## src/rtl/oe_route_pkg.sv

```systemverilog
package oe_route_pkg;

  // Index of each direction inside the one-hot port vector
  localparam int DIR_E = 0;
  localparam int DIR_W = 1;
  localparam int DIR_N = 2;
  localparam int DIR_S = 3;
  localparam int DIR_L = 4;
  localparam int NUM_DIR = 5;

  typedef logic [NUM_DIR-1:0] portVec_t;

  // Strobes from control to datapath
  typedef struct packed {
    logic load;   // latch the computed port
    logic clear;  // drop the held port
  } ctrlStrobe_t;

endpackage

```

## src/rtl/oe_route_dp.sv

```systemverilog
module oe_route_dp
  import oe_route_pkg::*;
#(
  parameter int XW     = 3,
  parameter int YW     = 3,
  parameter int CRED_W = 4
) (
  input  logic              clk,
  input  logic              rstN,
  input  logic [XW-1:0]     curX,
  input  logic [YW-1:0]     curY,
  input  logic [XW-1:0]     srcX,
  input  logic [XW-1:0]     dstX,
  input  logic [YW-1:0]     dstY,
  input  logic [CRED_W-1:0] credE,
  input  logic [CRED_W-1:0] credW,
  input  logic [CRED_W-1:0] credN,
  input  logic [CRED_W-1:0] credS,
  input  ctrlStrobe_t       strobe,
  output portVec_t          portReq
);

  // Signed offsets, one bit wider than the coordinates
  logic signed [XW:0] offX;
  logic signed [YW:0] offY;
  logic xZero, yZero, goEast, goSouth;
  logic curOdd, dstOdd, atSrcCol, offXIsOne;

  assign offX      = $signed({1'b0, dstX}) - $signed({1'b0, curX});
  assign offY      = $signed({1'b0, dstY}) - $signed({1'b0, curY});
  assign xZero     = (offX == '0);
  assign yZero     = (offY == '0);
  assign goEast    = (offX > 0);
  assign goSouth   = (offY < 0);
  assign curOdd    = curX[0];
  assign dstOdd    = dstX[0];
  assign atSrcCol  = (curX == srcX);
  assign offXIsOne = (offX == 1);

  // Legal direction set under the odd-even turn model
  logic allowHoriz, allowVert, allowLocal;

  always_comb begin
    allowHoriz = 1'b0;
    allowVert  = 1'b0;
    allowLocal = 1'b0;
    if (xZero && yZero) begin
      allowLocal = 1'b1;
    end else if (xZero) begin
      allowVert = 1'b1;
    end else if (yZero) begin
      allowHoriz = 1'b1;
    end else if (goEast) begin
      // turning off an eastward run is barred in even columns
      allowVert  = curOdd || atSrcCol;
      // last eastward hop must land in an odd column to turn there
      allowHoriz = dstOdd || !offXIsOne;
    end else begin
      // turning west is barred in odd columns, so turn before it
      allowHoriz = 1'b1;
      allowVert  = !curOdd;
    end
  end

  // Selection between horizontal and vertical candidates
  logic [CRED_W-1:0] credHoriz, credVert;
  logic              pickVert;
  portVec_t          nextPort;

  assign credHoriz = goEast  ? credE : credW;
  assign credVert  = goSouth ? credS : credN;

  always_comb begin
    if (allowHoriz && allowVert) pickVert = (credVert > credHoriz);
    else                         pickVert = allowVert;
  end

  always_comb begin
    nextPort = '0;
    if (allowLocal)       nextPort[DIR_L] = 1'b1;
    else if (pickVert)    nextPort[goSouth ? DIR_S : DIR_N] = 1'b1;
    else if (allowHoriz)  nextPort[goEast ? DIR_E : DIR_W] = 1'b1;
  end

  portVec_t portReg;

  always_ff @(posedge clk) begin
    if (!rstN)             portReg <= '0;
    else if (strobe.load)  portReg <= nextPort;
    else if (strobe.clear) portReg <= '0;
  end

  assign portReq = portReg;

endmodule

```

## src/rtl/oe_route_ctrl.sv

```systemverilog
module oe_route_ctrl
  import oe_route_pkg::*;
(
  input  logic        clk,
  input  logic        rstN,
  input  logic        hdrValid,
  input  logic        tailSent,
  output logic        hdrReady,
  output logic        reqValid,
  output ctrlStrobe_t strobe
);

  typedef enum logic {ST_IDLE, ST_HOLD} state_t;
  state_t state, stateNext;

  always_comb begin
    stateNext    = state;
    strobe.load  = 1'b0;
    strobe.clear = 1'b0;
    unique case (state)
      ST_IDLE: if (hdrValid) begin
        strobe.load = 1'b1;
        stateNext   = ST_HOLD;
      end
      ST_HOLD: if (tailSent) begin
        strobe.clear = 1'b1;
        stateNext    = ST_IDLE;
      end
      default: stateNext = ST_IDLE;
    endcase
  end

  always_ff @(posedge clk) begin
    if (!rstN) state <= ST_IDLE;
    else       state <= stateNext;
  end

  assign hdrReady = (state == ST_IDLE);
  assign reqValid = (state == ST_HOLD);

endmodule

```

## src/rtl/oe_route_unit.sv

```systemverilog
module oe_route_unit
  import oe_route_pkg::*;
#(
  parameter int MESH_W = 8,
  parameter int MESH_H = 8,
  parameter int CRED_W = 4,
  localparam int XW = (MESH_W > 1) ? $clog2(MESH_W) : 1,
  localparam int YW = (MESH_H > 1) ? $clog2(MESH_H) : 1
) (
  input  logic              clk,
  input  logic              rstN,
  input  logic [XW-1:0]     curX,
  input  logic [YW-1:0]     curY,
  input  logic [XW-1:0]     srcX,
  input  logic [YW-1:0]     srcY,
  input  logic [XW-1:0]     dstX,
  input  logic [YW-1:0]     dstY,
  input  logic [CRED_W-1:0] credE,
  input  logic [CRED_W-1:0] credW,
  input  logic [CRED_W-1:0] credN,
  input  logic [CRED_W-1:0] credS,
  input  logic              hdrValid,
  output logic              hdrReady,
  input  logic              tailSent,
  output logic              reqValid,
  output logic [4:0]        portReq
);

  ctrlStrobe_t strobe;
  logic        srcYUnused;

  // The source row does not enter any odd-even rule
  assign srcYUnused = ^srcY;

  oe_route_ctrl uCtrl (
    .clk      (clk),
    .rstN     (rstN),
    .hdrValid (hdrValid),
    .tailSent (tailSent),
    .hdrReady (hdrReady),
    .reqValid (reqValid),
    .strobe   (strobe)
  );

  oe_route_dp #(
    .XW     (XW),
    .YW     (YW),
    .CRED_W (CRED_W)
  ) uDp (
    .clk     (clk),
    .rstN    (rstN),
    .curX    (curX),
    .curY    (curY),
    .srcX    (srcX),
    .dstX    (dstX),
    .dstY    (dstY),
    .credE   (credE),
    .credW   (credW),
    .credN   (credN),
    .credS   (credS),
    .strobe  (strobe),
    .portReq (portReq)
  );

endmodule

```

## config.mk

```make
export PLATFORM = sky130hd
export DESIGN_NAME = oe_route_unit
export DESIGN_NICKNAME = d
export VERILOG_FILES = /design/src/rtl/oe_route_pkg.sv /design/src/rtl/oe_route_dp.sv /design/src/rtl/oe_route_ctrl.sv /design/src/rtl/oe_route_unit.sv
export SDC_FILE = /design/constraint.sdc
export NUM_CORES = 1
export LEC_CHECK = 0
export CAP_MARGIN = 20
export CORE_MARGIN = 2
export CORE_UTILIZATION = 38
export CTS_BUF_LIST = sky130_fd_sc_hd__clkbuf_8
export DETAILED_ROUTE_END_ITERATION = 8
export GPL_TIMING_DRIVEN = 0
export PLACE_DENSITY_LB_ADDON = 0.1
export SYNTH_ARGS = -nofsm -noshare
export SYNTH_HDL_FRONTEND = slang
export SYNTH_SLANG_ARGS = --single-unit
```

## constraint.sdc

```tcl
create_clock -name clk -period 3.5 [get_ports clk]
set_input_delay 0.35 -clock clk [delete_from_list [all_inputs] [get_ports clk]]
set_output_delay 0.35 -clock clk [all_outputs]
set_load 0.01 [all_outputs]
```

==> qor.txt <==
Post-Syn Area: 744.5 sq um
CP endpoint kind: flip-flop
register area share after synthesis: 16.13%
multi-input logic area: 586.8 sq um
largest net degree at the start of global routing: 7
outcome: finished, final reports clean
share of layout cells above drive strength 1: 9.924%
# fillers: 168
die area: 2329 sq um
DR iter-0 viols: 4
RSZ-0062 raised after global routing: no
crit path max fanout: 4
drc violations: 0
Worst EP arrival: 3410 ps
Core Box Area: 1902 sq um
CTS Buffer Depth: 2
Least-Margin Pin Slew: 278.5 ps
vias in the first global route: 724
register area: 120.1 sq um
Gate power share: 46.7%
clk_lat worst skew: 220 ps
Clk network pwr share: 30.7%
row cnt: 16
Setup CP Type: in2reg
Die X: 48.26 microns
Worst EP required: 3610 ps
Post-CTS Repair Setup Buffers: 0
Power Dens Cells: 273.5 nW/um^2
Max-Slew Margin vs Limit: 81.31%
Net Sw Frac: 29.64%
Reg clk slew, reported paths: 40 ps
n_diodes: 0
Final GP Congestion: 0.7999
total number of vias: 772
Routed WL: 1779 microns
Pint: 0.2367 mW
global-route wire length before repair: 2711 microns
Leak: 0.5283 nW
GR Util All Layers: 16.21%
max-slew violations: 0
Distinct cells, synth: 33
Syn Inst Count: 87
Post-Syn Nets: 136
Vert. Die Dim: 48.26 microns
placed wire-length estimate: 1527 microns
CTS tree: built
fin crit share: 94.43%
final setup fails: 0
Layout Skew: 0.8317 ps
Via-to-Cell Ratio: 4.886
part of the power in registers: 22.6%
io pins: 45
Final Critical Period: 3305 ps
min-delay worst type: reg2reg
Finished Cell Area: 1230 sq um
flops & latches, synth: 6
Peak Freq: 302.6 MHz
initial antenna violation count: 0
Area Growth Syn to Fin: 65.21%
Avg Synthesized Cell Area: 8.557 sq um
CTS Buf Count: 3
Fin. Hold Viols: 0
DP Worst Slack: -45.34 ps
WL/cell: 11.26 microns
Detail Route Antenna Nets: 0
final worst-path setup slack: 195.0 ps
CTS-repair resized insts: 0
layout net count: 182
Port Buf Inserts: 41
type of origin of the critical path: input pin
YS warnings: 0
H-tree depth: 1
VDD IR max: 0.2271 mV
CTS sink count: 6
Root Driver: clkbuf_8
cts hold-fix bufs: 0
Psw: 0.09971 mW
Initial Util: 39.14%
Post-DP Area: 1189 sq um
DRT Pass-1 Iters: 3
max-cap viol count: 0
grt total ovfl: 0
-- per-stage QoR --
stage	std cells	hold WS, ps	total power, mW	utilization, %	TNS, ps
global route	158	493.8	0.3615	64.67	0
CTS	158	478.5	0.3400	64.67	0
floorplan	87	471.7	0.1673	-	0
global placement	155	455.6	0.2324	62.50	-1.353
finish	158	476.8	0.3364	64.67	0
detailed placement	155	466.9	0.2345	62.50	-48.91
-- power groups by stage --
stage                     Combinational [mW]  Clock, mW  Sequential, mW
after floorplan                       0.0884          0          0.0789
after global placement                 0.156          0          0.0768
after detailed placement               0.158          0          0.0770
after CTS                              0.159      0.105          0.0760
after global routing                   0.175      0.110          0.0766
final                                  0.157      0.103          0.0760
-- Yosys cell counts, drive strengths merged --
master / instances / area [sq um]
o21ai: 4 / 20.01
o21a: 1 / 7.510
inv: 10 / 37.54
xnor2: 2 / 17.52
a32o: 1 / 10.01
a31oi: 1 / 6.260
xor2: 1 / 8.760
nor2b: 3 / 26.27
a21bo: 1 / 10.01
o21bai: 1 / 7.510
o41ai: 1 / 8.760
nand2b: 1 / 6.260
nor3: 1 / 5.000
mux2i: 5 / 50.05
nand3: 3 / 27.53
and2: 4 / 25.02
a41oi: 2 / 17.52
nand2: 6 / 22.52
nor2: 5 / 18.77
mux2: 5 / 60.05
and2b: 2 / 15.01
a22o: 1 / 10.01
a21oi: 4 / 20.02
nand4: 2 / 18.77
o31ai: 3 / 22.52
dfxtp: 6 / 120.1
fa: 1 / 20.02
ha: 10 / 125.1
-- logic make-up (layout without fill, tap and decap cells) --
logic type,after synthesis,in the layout,share of synthesized area [%]
simple gates,27,27,22.18
compound gates,20,20,18.82
fa+ha+maj,11,11,19.50
mux,10,10,14.79
buf+inv,10,54,5.043
flops,6,6,16.14
xor+xnor,3,3,3.530
-- sequential cells by signal, summed over array words and instances, names as in the netlist --
| register | count |
|---|---|
| uDp.portReq | 5 |
| uCtrl.reqValid | 1 |
-- final timing paths --
path              depth (start not counted)                        start  slack [ps]                           to
hold reg to reg                           1  uDp.portReq[1]$_SDFFE_PN0P_         480  uDp.portReq[1]$_SDFFE_PN0P_
setup / recovery                         14                      dstX[0]         190  uDp.portReq[1]$_SDFFE_PN0P_
setup reg to reg                          5    uCtrl.reqValid$_SDFF_PN0_        2330  uDp.portReq[2]$_SDFFE_PN0P_
hold / removal                            1  uDp.portReq[1]$_SDFFE_PN0P_         480  uDp.portReq[1]$_SDFFE_PN0P_
-- placed cells by master (no fill, tap or decap), drive strengths merged --
master	n
a21bo	1
a21oi	4
a22o	1
a31oi	1
a32o	1
a41oi	2
and2	4
and2b	2
clkbuf	3
clkdlybuf4s50	41
dfxtp	6
fa	1
ha	10
inv	10
mux2	5
mux2i	5
nand2	6
nand2b	1
nand3	3
nand4	2
nor2	5
nor2b	3
nor3	1
o21a	1
o21ai	4
o21bai	1
o31ai	3
o41ai	1
xnor2	2
xor2	1
-- per-layer routing --
layer | global-route usage [%] | vias to the layer above | share of wire [%]
met5 | 0 | - | 0
met1 | 20.40 | 349 | 45
met3 | 2.593 | 0 | 6.4
met2 | 27.37 | 20 | 48
li1 | - | 403 | -
met4 | 6.486 | 0 | 0
-- worst max-delay path, cell delays in order --
cell             delay, ps
clkdlybuf4s50_1        510
inv_1                   50
ha_1                   210
fa_1                   380
xor2_1                 190
nand3_1                190
nand2_1                240
mux2_2                 370
ha_1                   170
inv_1                   50
a21oi_1                 50
o21ai_0                200
nand4_2                170
a32o_1                 270
-- cell type report --
type                       instances  share of cell area, %
inverter                          10                  3.052
sequential                         6                  9.766
timing repair buffer              41                  33.37
multi-input combinational         71                  47.71
tap                               27                  2.747
clock buffer                       3                  3.357
No activity file was read; power rests on OpenSTA's default activity.
